==> src/rtl/i2cm_csr_pkg.sv <==
package i2cm_csr_pkg;

  localparam int CMD_W  = 10;
  localparam int BYTE_W = 8;
  localparam int IRQ_N  = 5;

  // status / enable bit positions (software decodes these)
  localparam int IRQ_TXRDY = 0;
  localparam int IRQ_RXRDY = 1;
  localparam int IRQ_NACK  = 2;
  localparam int IRQ_ARB   = 3;
  localparam int IRQ_RXOF  = 4;
  localparam int STK_N     = IRQ_RXOF - IRQ_NACK + 1;

  // register byte offsets
  localparam logic [7:0] OFS_CMD  = 8'h00;
  localparam logic [7:0] OFS_RXD  = 8'h04;
  localparam logic [7:0] OFS_CTRL = 8'h08;
  localparam logic [7:0] OFS_IEN  = 8'h0C;
  localparam logic [7:0] OFS_ISR  = 8'h10;
  localparam logic [7:0] OFS_STAT = 8'h14;
  localparam logic [7:0] OFS_CLVL = 8'h18;
  localparam logic [7:0] OFS_RLVL = 8'h1C;
  localparam logic [7:0] OFS_SCLL = 8'h20;
  localparam logic [7:0] OFS_SCLH = 8'h24;
  localparam logic [7:0] OFS_HOLD = 8'h28;

  typedef struct packed {
    logic [1:0] rx_thr;
    logic [1:0] cmd_thr;
    logic       fast;
    logic       en;
  } ctrl_t;

  localparam int CTRL_W = $bits(ctrl_t);

endpackage

==> src/rtl/i2cm_sfifo.sv <==
module i2cm_sfifo #(
  parameter  int W     = 8,
  parameter  int DEPTH = 4,
  localparam int AW    = (DEPTH > 1) ? $clog2(DEPTH) : 1,
  localparam int LW    = $clog2(DEPTH + 1)
) (
  input  logic          clk,
  input  logic          rst,
  input  logic          flush,
  input  logic          push,
  input  logic [W-1:0]  din,
  input  logic          pop,
  output logic [W-1:0]  dout,
  output logic          full,
  output logic          empty,
  output logic [LW-1:0] level
);

  logic [W-1:0]  mem [DEPTH];
  logic [AW-1:0] wp_q, rp_q;
  logic [LW-1:0] cnt_q;
  logic          pop_ok, push_ok;

  function automatic logic [AW-1:0] ptr_inc(input logic [AW-1:0] p);
    return (p == AW'(DEPTH - 1)) ? '0 : p + AW'(1);
  endfunction

  assign empty   = (cnt_q == '0);
  assign full    = (cnt_q == LW'(DEPTH));
  assign pop_ok  = pop && !empty;
  assign push_ok = push && (!full || pop_ok);

  // storage without reset so it maps to RAM
  always_ff @(posedge clk) begin
    if (push_ok && !flush) mem[wp_q] <= din;
  end

  always_ff @(posedge clk) begin
    if (rst || flush) begin
      wp_q  <= '0;
      rp_q  <= '0;
      cnt_q <= '0;
    end else begin
      if (push_ok) wp_q <= ptr_inc(wp_q);
      if (pop_ok)  rp_q <= ptr_inc(rp_q);
      case ({push_ok, pop_ok})
        2'b10:   cnt_q <= cnt_q + LW'(1);
        2'b01:   cnt_q <= cnt_q - LW'(1);
        default: cnt_q <= cnt_q;
      endcase
    end
  end

  assign dout  = mem[rp_q];
  assign level = cnt_q;

endmodule

==> src/rtl/i2cm_irq_unit.sv <==
module i2cm_irq_unit
  import i2cm_csr_pkg::*;
#(
  parameter int LW = 3
) (
  input  logic             clk,
  input  logic             rst,
  input  logic [LW-1:0]    cmd_lvl,
  input  logic [LW-1:0]    rx_lvl,
  input  logic [1:0]       cmd_thr,
  input  logic [1:0]       rx_thr,
  input  logic             nack_evt,
  input  logic             arb_evt,
  input  logic             ovf_evt,
  input  logic             clr_wr,
  input  logic [STK_N-1:0] clr_bits,
  input  logic [IRQ_N-1:0] ien,
  output logic [IRQ_N-1:0] isr,
  output logic             irq
);

  logic             txrdy, rxrdy;
  logic [STK_N-1:0] stk_q, stk_set;
  logic             irq_q;

  assign txrdy   = int'(cmd_lvl) <= int'(cmd_thr);
  assign rxrdy   = int'(rx_lvl)  >  int'(rx_thr);
  assign stk_set = {ovf_evt, arb_evt, nack_evt};

  // sticky flags: a new event wins over a simultaneous clear
  always_ff @(posedge clk) begin
    if (rst) begin
      stk_q <= '0;
    end else begin
      for (int i = 0; i < STK_N; i++)
        stk_q[i] <= stk_set[i] | (stk_q[i] & ~(clr_wr & clr_bits[i]));
    end
  end

  assign isr = {stk_q, rxrdy, txrdy};

  always_ff @(posedge clk) begin
    if (rst) irq_q <= 1'b0;
    else     irq_q <= |(isr & ien);
  end

  assign irq = irq_q;

endmodule

==> src/rtl/i2cm_regbank.sv <==
module i2cm_regbank
  import i2cm_csr_pkg::*;
#(
  parameter int ADDR_W = 8,
  parameter int CNT_W  = 16,
  parameter int LW     = 3
) (
  input  logic              clk,
  input  logic              rst,
  input  logic              wr_en,
  input  logic              rd_en,
  input  logic [ADDR_W-1:0] addr,
  input  logic [31:0]       wdata,
  input  logic [BYTE_W-1:0] rx_head,
  input  logic              rx_empty,
  input  logic [LW-1:0]     cmd_lvl,
  input  logic [LW-1:0]     rx_lvl,
  input  logic [IRQ_N-1:0]  isr,
  input  logic              core_busy,
  output ctrl_t             ctrl,
  output logic [IRQ_N-1:0]  ien,
  output logic [CNT_W-1:0]  scl_lo,
  output logic [CNT_W-1:0]  scl_hi,
  output logic [CNT_W-1:0]  sda_hold,
  output logic              cmd_wr,
  output logic [CMD_W-1:0]  cmd_wdata,
  output logic              rx_rd,
  output logic              isr_wr,
  output logic [STK_N-1:0]  isr_clr,
  output logic [31:0]       rdata
);

  ctrl_t             ctrl_q;
  logic [IRQ_N-1:0]  ien_q;
  logic [CNT_W-1:0]  scl_lo_q, scl_hi_q, hold_q;
  logic [31:0]       rd_mux, rdata_q;
  logic              unused_wdata;

  function automatic logic hit(input logic [ADDR_W-1:0] a, input logic [7:0] ofs);
    return a == ADDR_W'(ofs);
  endfunction

  assign unused_wdata = ^wdata;

  assign cmd_wr    = wr_en && hit(addr, OFS_CMD);
  assign cmd_wdata = wdata[CMD_W-1:0];
  assign rx_rd     = rd_en && hit(addr, OFS_RXD);
  assign isr_wr    = wr_en && hit(addr, OFS_ISR);
  assign isr_clr   = wdata[IRQ_RXOF:IRQ_NACK];

  always_ff @(posedge clk) begin
    if (rst) begin
      ctrl_q   <= '0;
      ien_q    <= '0;
      scl_lo_q <= '0;
      scl_hi_q <= '0;
      hold_q   <= '0;
    end else if (wr_en) begin
      if (hit(addr, OFS_CTRL)) ctrl_q   <= ctrl_t'(wdata[CTRL_W-1:0]);
      if (hit(addr, OFS_IEN))  ien_q    <= wdata[IRQ_N-1:0];
      if (hit(addr, OFS_SCLL)) scl_lo_q <= wdata[CNT_W-1:0];
      if (hit(addr, OFS_SCLH)) scl_hi_q <= wdata[CNT_W-1:0];
      if (hit(addr, OFS_HOLD)) hold_q   <= wdata[CNT_W-1:0];
    end
  end

  always_comb begin
    rd_mux = '0;
    if (hit(addr, OFS_RXD))  rd_mux = rx_empty ? 32'd0 : 32'(rx_head);
    if (hit(addr, OFS_CTRL)) rd_mux = 32'(ctrl_q);
    if (hit(addr, OFS_IEN))  rd_mux = 32'(ien_q);
    if (hit(addr, OFS_ISR))  rd_mux = 32'(isr);
    if (hit(addr, OFS_STAT)) rd_mux = 32'(core_busy);
    if (hit(addr, OFS_CLVL)) rd_mux = 32'(cmd_lvl);
    if (hit(addr, OFS_RLVL)) rd_mux = 32'(rx_lvl);
    if (hit(addr, OFS_SCLL)) rd_mux = 32'(scl_lo_q);
    if (hit(addr, OFS_SCLH)) rd_mux = 32'(scl_hi_q);
    if (hit(addr, OFS_HOLD)) rd_mux = 32'(hold_q);
  end

  always_ff @(posedge clk) begin
    if (rst)        rdata_q <= '0;
    else if (rd_en) rdata_q <= rd_mux;
  end

  assign ctrl     = ctrl_q;
  assign ien      = ien_q;
  assign scl_lo   = scl_lo_q;
  assign scl_hi   = scl_hi_q;
  assign sda_hold = hold_q;
  assign rdata    = rdata_q;

endmodule

==> src/rtl/i2cm_csr_front.sv <==
module i2cm_csr_front
  import i2cm_csr_pkg::*;
#(
  parameter  int DEPTH  = 4,
  parameter  int ADDR_W = 8,
  parameter  int CNT_W  = 16,
  localparam int LW     = $clog2(DEPTH + 1)
) (
  input  logic              clk,
  input  logic              rst,
  input  logic              reg_wr,
  input  logic              reg_rd,
  input  logic [ADDR_W-1:0] reg_addr,
  input  logic [31:0]       reg_wdata,
  output logic [31:0]       reg_rdata,
  output logic              cmd_valid,
  output logic [9:0]        cmd_data,
  input  logic              cmd_pop,
  input  logic              rx_push,
  input  logic [7:0]        rx_byte,
  input  logic              nack_evt,
  input  logic              arb_evt,
  input  logic              core_busy,
  output logic              core_en,
  output logic              fast_mode,
  output logic [CNT_W-1:0]  scl_lo_cnt,
  output logic [CNT_W-1:0]  scl_hi_cnt,
  output logic [CNT_W-1:0]  sda_hold_cnt,
  output logic              irq
);

  ctrl_t             ctrl;
  logic [IRQ_N-1:0]  ien, isr;
  logic              cmd_wr, rx_rd, isr_wr;
  logic [CMD_W-1:0]  cmd_wdata;
  logic [STK_N-1:0]  isr_clr;
  logic [LW-1:0]     cmd_lvl, rx_lvl;
  logic              cmd_full, cmd_empty, rx_full, rx_empty;
  logic [BYTE_W-1:0] rx_head;
  logic              flush, rx_pop_ok, ovf_evt;

  assign flush     = !ctrl.en;
  assign rx_pop_ok = rx_rd && !rx_empty;
  assign ovf_evt   = ctrl.en && rx_push && rx_full && !rx_pop_ok;

  i2cm_regbank #(.ADDR_W(ADDR_W), .CNT_W(CNT_W), .LW(LW)) u_regs (
    .clk       (clk),
    .rst       (rst),
    .wr_en     (reg_wr),
    .rd_en     (reg_rd),
    .addr      (reg_addr),
    .wdata     (reg_wdata),
    .rx_head   (rx_head),
    .rx_empty  (rx_empty),
    .cmd_lvl   (cmd_lvl),
    .rx_lvl    (rx_lvl),
    .isr       (isr),
    .core_busy (core_busy),
    .ctrl      (ctrl),
    .ien       (ien),
    .scl_lo    (scl_lo_cnt),
    .scl_hi    (scl_hi_cnt),
    .sda_hold  (sda_hold_cnt),
    .cmd_wr    (cmd_wr),
    .cmd_wdata (cmd_wdata),
    .rx_rd     (rx_rd),
    .isr_wr    (isr_wr),
    .isr_clr   (isr_clr),
    .rdata     (reg_rdata)
  );

  i2cm_sfifo #(.W(CMD_W), .DEPTH(DEPTH)) u_cmd_q (
    .clk   (clk),
    .rst   (rst),
    .flush (flush),
    .push  (cmd_wr),
    .din   (cmd_wdata),
    .pop   (cmd_pop),
    .dout  (cmd_data),
    .full  (cmd_full),
    .empty (cmd_empty),
    .level (cmd_lvl)
  );

  i2cm_sfifo #(.W(BYTE_W), .DEPTH(DEPTH)) u_rx_q (
    .clk   (clk),
    .rst   (rst),
    .flush (flush),
    .push  (rx_push),
    .din   (rx_byte),
    .pop   (rx_rd),
    .dout  (rx_head),
    .full  (rx_full),
    .empty (rx_empty),
    .level (rx_lvl)
  );

  i2cm_irq_unit #(.LW(LW)) u_irq (
    .clk      (clk),
    .rst      (rst),
    .cmd_lvl  (cmd_lvl),
    .rx_lvl   (rx_lvl),
    .cmd_thr  (ctrl.cmd_thr),
    .rx_thr   (ctrl.rx_thr),
    .nack_evt (nack_evt),
    .arb_evt  (arb_evt),
    .ovf_evt  (ovf_evt),
    .clr_wr   (isr_wr),
    .clr_bits (isr_clr),
    .ien      (ien),
    .isr      (isr),
    .irq      (irq)
  );

  logic unused_full;
  assign unused_full = cmd_full;

  assign cmd_valid = !cmd_empty;
  assign core_en   = ctrl.en;
  assign fast_mode = ctrl.fast;

endmodule

==> config.mk <==
export PLATFORM = sky130hd
export DESIGN_NAME = i2cm_csr_front
export DESIGN_NICKNAME = d
export VERILOG_FILES = /design/src/rtl/i2cm_csr_pkg.sv /design/src/rtl/i2cm_sfifo.sv /design/src/rtl/i2cm_irq_unit.sv /design/src/rtl/i2cm_regbank.sv /design/src/rtl/i2cm_csr_front.sv
export SDC_FILE = /design/constraint.sdc
export NUM_CORES = 1
export LEC_CHECK = 0
export BUFFER_PORTS_ARGS = -buffer_cell sky130_fd_sc_hd__clkbuf_2
export CELL_PAD_IN_SITES_DETAIL_PLACEMENT = 2
export CELL_PAD_IN_SITES_GLOBAL_PLACEMENT = 2
export CORE_UTILIZATION = 30
export CTS_BUF_LIST = sky130_fd_sc_hd__clkbuf_8 sky130_fd_sc_hd__clkbuf_16
export CTS_CLUSTER_SIZE = 8
export DETAILED_ROUTE_END_ITERATION = 16
export PLACE_DENSITY_LB_ADDON = 0.1
export SYNTH_ARGS = -nofsm -noshare
export SYNTH_HDL_FRONTEND = slang
export SYNTH_HIERARCHICAL = 1
export SYNTH_SLANG_ARGS = --single-unit
==> constraint.sdc <==
create_clock -name clk -period 3.85 [get_ports clk]
set_input_delay 0.5775 -clock clk [delete_from_list [all_inputs] [get_ports clk]]
set_output_delay 0.5775 -clock clk [all_outputs]
set_load 0.05 [all_outputs]
==> run summary, run 1 <==
outcome: finished clean
crit path capture type: flip-flop
Tcrit/Tclk final: 0.807
Area Growth Syn to Fin: 16.2%
crit start category: primary input
RSZ-0062 raised after global routing: false
R2R Path End: u_regs/rdata[1]
Clock Sinks: 169
clk buf depth: 2
# H-tree levels: 4
count of final setup violators: 0
Port Buffer Count: 118
cell area after layout: 0.00895 sq mm
Reg-to-Reg Start: u_rx_q/level[0]
first-pass GRT wire length: 37.8 mm
mapped cell area: 0.00770 sq mm
post-DR wirelength/cell: 21.2 um
R2R cell count: 10
TritonCTS buffer count: 17
clock skew: 10.4 ps
Setup CP Type: primary input to flip-flop
Skew-Pair Late Insertion Delay: 430 ps
worst vdd ir: 253 uV
Pre-antenna DRT Iters: 4
Fmax: 322 MHz
core area: 0.0252 sq mm
DRC viols: 0
count of final hold-check violations: 0
Hold-fix buffers, CTS: 0
Yosys warnings: 6
Max Cap Viol: 0
fin crit period: 3110 ps
fin nets: 885
crit path to: u_rx_q/level[2]
GPL Wtd Cong: 0.771
DRT iter0 DRCs: 280
hold crit path type: primary input to flip-flop
post-cts gate resize count: 0
crit-path max FO: 5
commonest cells after routing, fill and taps aside: clkbuf_2, dfxtp_1, nand2_1
Place WS: 261 ps
Cell Area, Placed: 0.00838 sq mm
commonest non-fill, non-tap cell in the layout: clkbuf_2
n_diodes: 0
final core occ: 0.355
Leakage: 3.39 nW
final wirelength: 24.5 mm
vias per cell: 5.02
total congestion overflow: 0
placed cells: 1123
Critical path origin: reg_addr[1]
Slew Limit Fails: 0
Die Span Y: 162 um
setup bufs post-CTS: 0
FILL cells: 2678
Worst EP arrival: 3470 ps
setup TNS: 0 ps
initial antenna violation count: 1
die area: 0.0263 sq mm
Non-Filler Instances: 1155
layout cells sized above 1: 0.236
reg2reg setup slack: 1190 ps
CTS tree: yes
FP Rows: 58
vias in the first global route: 6256
Total GRT Usage: 0.194
Post-Syn Instances: 727
final worst slack: 741 ps
slew margin rel.: 0.423
Least-Margin Pin Slew: 863 ps
Root Driver: clkbuf_16
I/O Pins: 151
HPWL after DPL: 18.0 mm
total number of vias: 5794
Power Dens Cells: 419 mW/mm^2
syn avg cell area: 10.6 sq um
clk slew on worst S/H paths: 70 ps
initial core utilization: 0.306
largest net degree at the start of global routing: 37
die width: 162 um
Routed Antenna Nets: 0
worst path required time: 4210 ps
==> routing by layer <==
metal | global-route usage | vias up | routed length, um | part of all wire
li1 | - | 2707 | - | -
met1 | 0.252 | 2963 | 11200 | 0.46
met2 | 0.331 | 105 | 12100 | 0.50
met3 | 0.0358 | 17 | 898 | 0.037
met4 | 0.0493 | 2 | 247 | 0.010
met5 | 0 | - | 10 | 0.00041
==> through the flow <==
stage | power [mW] | hold slack (ps)
after detailed placement | 2.11 | 476
final | 3.75 | 367
after global routing | 3.89 | 355
after floorplan | 2.05 | 463
after CTS | 3.81 | 348
after global placement | 2.10 | 461
==> worst min-delay path by stage <==
| stage | depth (start not counted) | to | startpoint | slack, ps |
|---|---|---|---|---|
| floorplan | 2 | flip-flop | u_rx_q/rp_q[0] | 460 |
| global placement | 2 | u_regs/scl_lo[8] | u_regs/scl_lo[8] | 460 |
| detailed placement | 2 | u_regs/scl_hi[0] | u_regs/scl_hi[0] | 480 |
| CTS | 1 | u_rx_q/mem[3][0] | rx_byte[0] | 350 |
| global route | 1 | u_rx_q/mem[3][0] | rx_byte[0] | 360 |
| finish | 1 | u_rx_q/mem[2][7] | rx_byte[7] | 370 |
==> power breakdown <==
part / switching [mW] / leakage (nW) / internal [mW]
registers: 0.00365 / 1.43 / 1.87
clock network: 0.772 / 0.283 / 0.906
logic: 0.151 / 1.67 / 0.0436
total: 0.926 / 3.39 / 2.82
==> worst max-delay path, stage by stage <==
cell,delay [ps]
clkbuf_2,100
nor4_2,560
nand2_1,140
nor3_1,410
o31ai_1,250
nand2b_1,220
fa_1,430
or4b_1,500
o311a_1,140
a21oi_2,130
==> state kept, by name, summed over array words and instances (netlist names), 5 cells and up, named ones only <==
name	flops
u_regs/scl_lo	16
u_regs/ien	5
u_regs/ctrl	6
u_rx_q/mem	32
u_regs/rdata	16
u_regs/sda_hold	16
u_cmd_q/mem	40
u_regs/scl_hi	16
==> final cells by class <==
class                      count  area, sq um  area share
clock buffer                  17          425      0.0475
clock inverter                15          140      0.0157
inverter                      20         75.1     0.00839
multi-input combinational    476         3120       0.349
sequential                   169         4100       0.459
tap                          330          413      0.0461
timing repair buffer         128          666      0.0744
(Power assumes the default switching activity.)
==> inputs of run 2 (changes only) <==
- clock period: 3.85 -> 2.9 ns (I/O delays scaled with it)
==> run 2 against run 1 <==
Design area up 2.5%. Clock power up 39%. Utilization up 0.90 points. Highest routed layer is now met4. Combinational power up 37%. Total power up 36%. Sequential power up 33%. Hold slack worse by 140 ps. Clock-buffer cell count up 4. First-iteration DRC count up 6.8%. Critical path depth up 1.
==> run summary, run 2 (synthesis results as in run 1) <==
outcome: finished clean
setup bufs post-CTS: 0 (unchanged)
FILL cells: 2731 (+2.0%)
HPWL after DPL: 18.5 mm (+2.8%)
Total GRT Usage: 0.194 (-0.000541)
n_diodes: 0 (unchanged)
kind of cell adding the most delay to the critical path: compound AO/OA/AOI/OAI gates
Comb power frac: 0.052 (about the same)
total number of vias: 5878 (+1.4%)
Top reg by flops: u_cmd_q/mem
first-pass GRT wire length: 37.7 mm (-0.27%)
Reg power frac: 0.488 (-0.012)
crit path capture type: flip-flop
Skew-Pair Late Insertion Delay: 430 ps (about the same)
worst path cell trace: inv_1 -> ha_1 -> nor2b_1 -> a2bb2oi_1 -> or2_2 -> nor2b_1 -> o22ai_1 -> a2111oi_0 -> buf_4 -> a221oi_1 -> nor3_1
crit start category: flip-flop
layout cells sized above 1: 0.256 (+0.0198)
count of final setup violators: 0 (unchanged)
hold path startpoint: rx_byte[0]
Root Driver: clkbuf_16
GPL Wtd Cong: 0.766 (-0.75%)
Setup CP Type: flip-flop to flip-flop
slew margin rel.: 0.528 (+0.105)
Worst EP arrival: 2920 ps (-550 ps)
total congestion overflow: 0 (unchanged)
clk buf depth: 2 (unchanged)
cell area after layout: 0.00917 sq mm (+2.5%)
I/O Pins: 151 (unchanged)
Area Growth Syn to Fin: 19.1%
fin nets: 907 (+2.5%)
initial core utilization: 0.306 (unchanged)
Clock Power Share: 0.459 (+0.011)
Least-Margin Pin Slew: 707 ps (-156 ps)
Routed Antenna Nets: 0 (unchanged)
clk slew on worst S/H paths: 70 ps (about the same)
max incr delay on CP: 590 ps (+30 ps)
hold depth: 1 (unchanged)
vias in the first global route: 6377 (+1.9%)
Psw: 1.23 mW (+33%)
critical path's slowest cell: a2111oi_0
Tcrit/Tclk final: 0.889
Clock Sinks: 169 (unchanged)
largest net degree at the start of global routing: 35 (-5.4%)
TritonCTS buffer count: 17 (unchanged)
core area: 0.0252 sq mm (unchanged)
Max Cap Viol: 0 (unchanged)
Power Dens Cells: 555 mW/mm^2 (+33%)
Worst Path Buf+Inv: 2 (+1)
Cell Area, Placed: 0.00857 sq mm (+2.3%)
Tot Pwr: 5.09 mW (+36%)
RSZ-0062 raised after global routing: false
count of final hold-check violations: 0 (unchanged)
Pre-antenna DRT Iters: 4 (unchanged)
# H-tree levels: 4 (unchanged)
Slew Limit Fails: 0 (unchanged)
largest registers: u_cmd_q/mem x40, u_rx_q/mem x32
post-cts gate resize count: 0 (unchanged)
worst vdd ir: 270 uV (+6.6%)
hold crit path type: primary input to flip-flop
clock skew: 10.3 ps (-0.0496 ps)
die area: 0.0263 sq mm (unchanged)
final wirelength: 24.9 mm (+1.9%)
Fmax: 388 MHz
worst path required time: 3250 ps (-960 ps)
critical path's most frequent cell: nor2b_1
max reg flops: 40 (unchanged)
post-DR wirelength/cell: 21.2 um (about the same)
FP Rows: 58 (unchanged)
initial antenna violation count: 0 (-1)
final core occ: 0.364 (+0.00899)
DRC viols: 0 (unchanged)
Hold-fix buffers, CTS: 0 (unchanged)
commonest non-fill, non-tap cell in the layout: clkbuf_2
Crit path depth: 11 (+1)
commonest cells after routing, fill and taps aside: clkbuf_2, dfxtp_1, nand2_1
DRT iter0 DRCs: 299 (+6.8%)
die width: 162 um (unchanged)
sw frac: 0.242 (-0.00588)
P_int: 3.86 mW (+37%)
Die Span Y: 162 um (unchanged)
crit-path max FO: 3 (-2)
Reg-to-Reg Start: u_regs/ctrl[5]
Leakage: 3.52 nW (+3.9%)
Port Buffer Count: 118 (unchanged)
fin crit period: 2580 ps
vias per cell: 4.99 (-0.45%)
Critical path origin: u_regs/ctrl[5]
R2R cell count: 11 (+1)
CTS tree: yes
run 2: cell types whose count changed in the layout (fill, tap and decap cells not counted), moves of 2 or more:
cell / delta
inv_8: -2
clkinv_2: -4
buf_4: +21
clkbuf_8: +3
run 2: routing by layer:
| metal | vias up | wire, um | GRT usage |
|---|---|---|---|
| li1 | 2743 | - | - |
| met1 | 2987 | 11800 | 0.258 |
| met2 | 124 | 12100 | 0.324 |
| met3 | 24 | 650 | 0.0289 |
| met4 | 0 | 418 | 0.0570 |
| met5 | - | 0 | 0 |
run 2: worst register-to-register path, cell delays in order, from the launching register on:
cell	delay (ps)
dfxtp_1	390
inv_1	60
ha_1	290
nor2b_1	150
a2bb2oi_1	220
or2_2	140
nor2b_1	120
o22ai_1	100
a2111oi_0	590
buf_4	200
a221oi_1	90
nor3_1	160
run 2: final cells by class:
class                      instances  area [sq um]  area share
sequential                       169          4100       0.447
tap                              330           413      0.0450
timing repair buffer             150           843      0.0919
multi-input combinational        476          3140       0.342
clock buffer                      21           492      0.0536
inverter                          20          75.1     0.00818
clock inverter                    11           109      0.0119
run 2: power by group through the flow:
stage	Clock (mW)	Sequential, mW	Combinational (mW)
2_1_floorplan	0	2.55	0.167
5_1_grt	2.50	2.49	0.285
3_5_place_dp	0	2.54	0.267
6_report	2.34	2.49	0.266
3_3_place_gp	0	2.54	0.261
4_1_cts	2.40	2.49	0.268
run 2: per-stage QoR:
stage	cells	hold WS, ps	setup slack [ps]	TNS, ps
6_report	1177	224	322	0
5_1_grt	1177	213	69.1	0
4_1_cts	1177	207	231	0
3_5_place_dp	1145	472	-15.4	-15.4
3_3_place_gp	1145	462	114	0
2_1_floorplan	742	463	73.7	0
run 2: path summary, 6_finish.rpt:
path	to	slack [ps]
min	u_rx_q/mem[0][0]	220
min reg2reg	u_regs/scl_lo[14]	480
max reg2reg	u_regs/rdata[1]	320
max	u_regs/rdata[1]	320
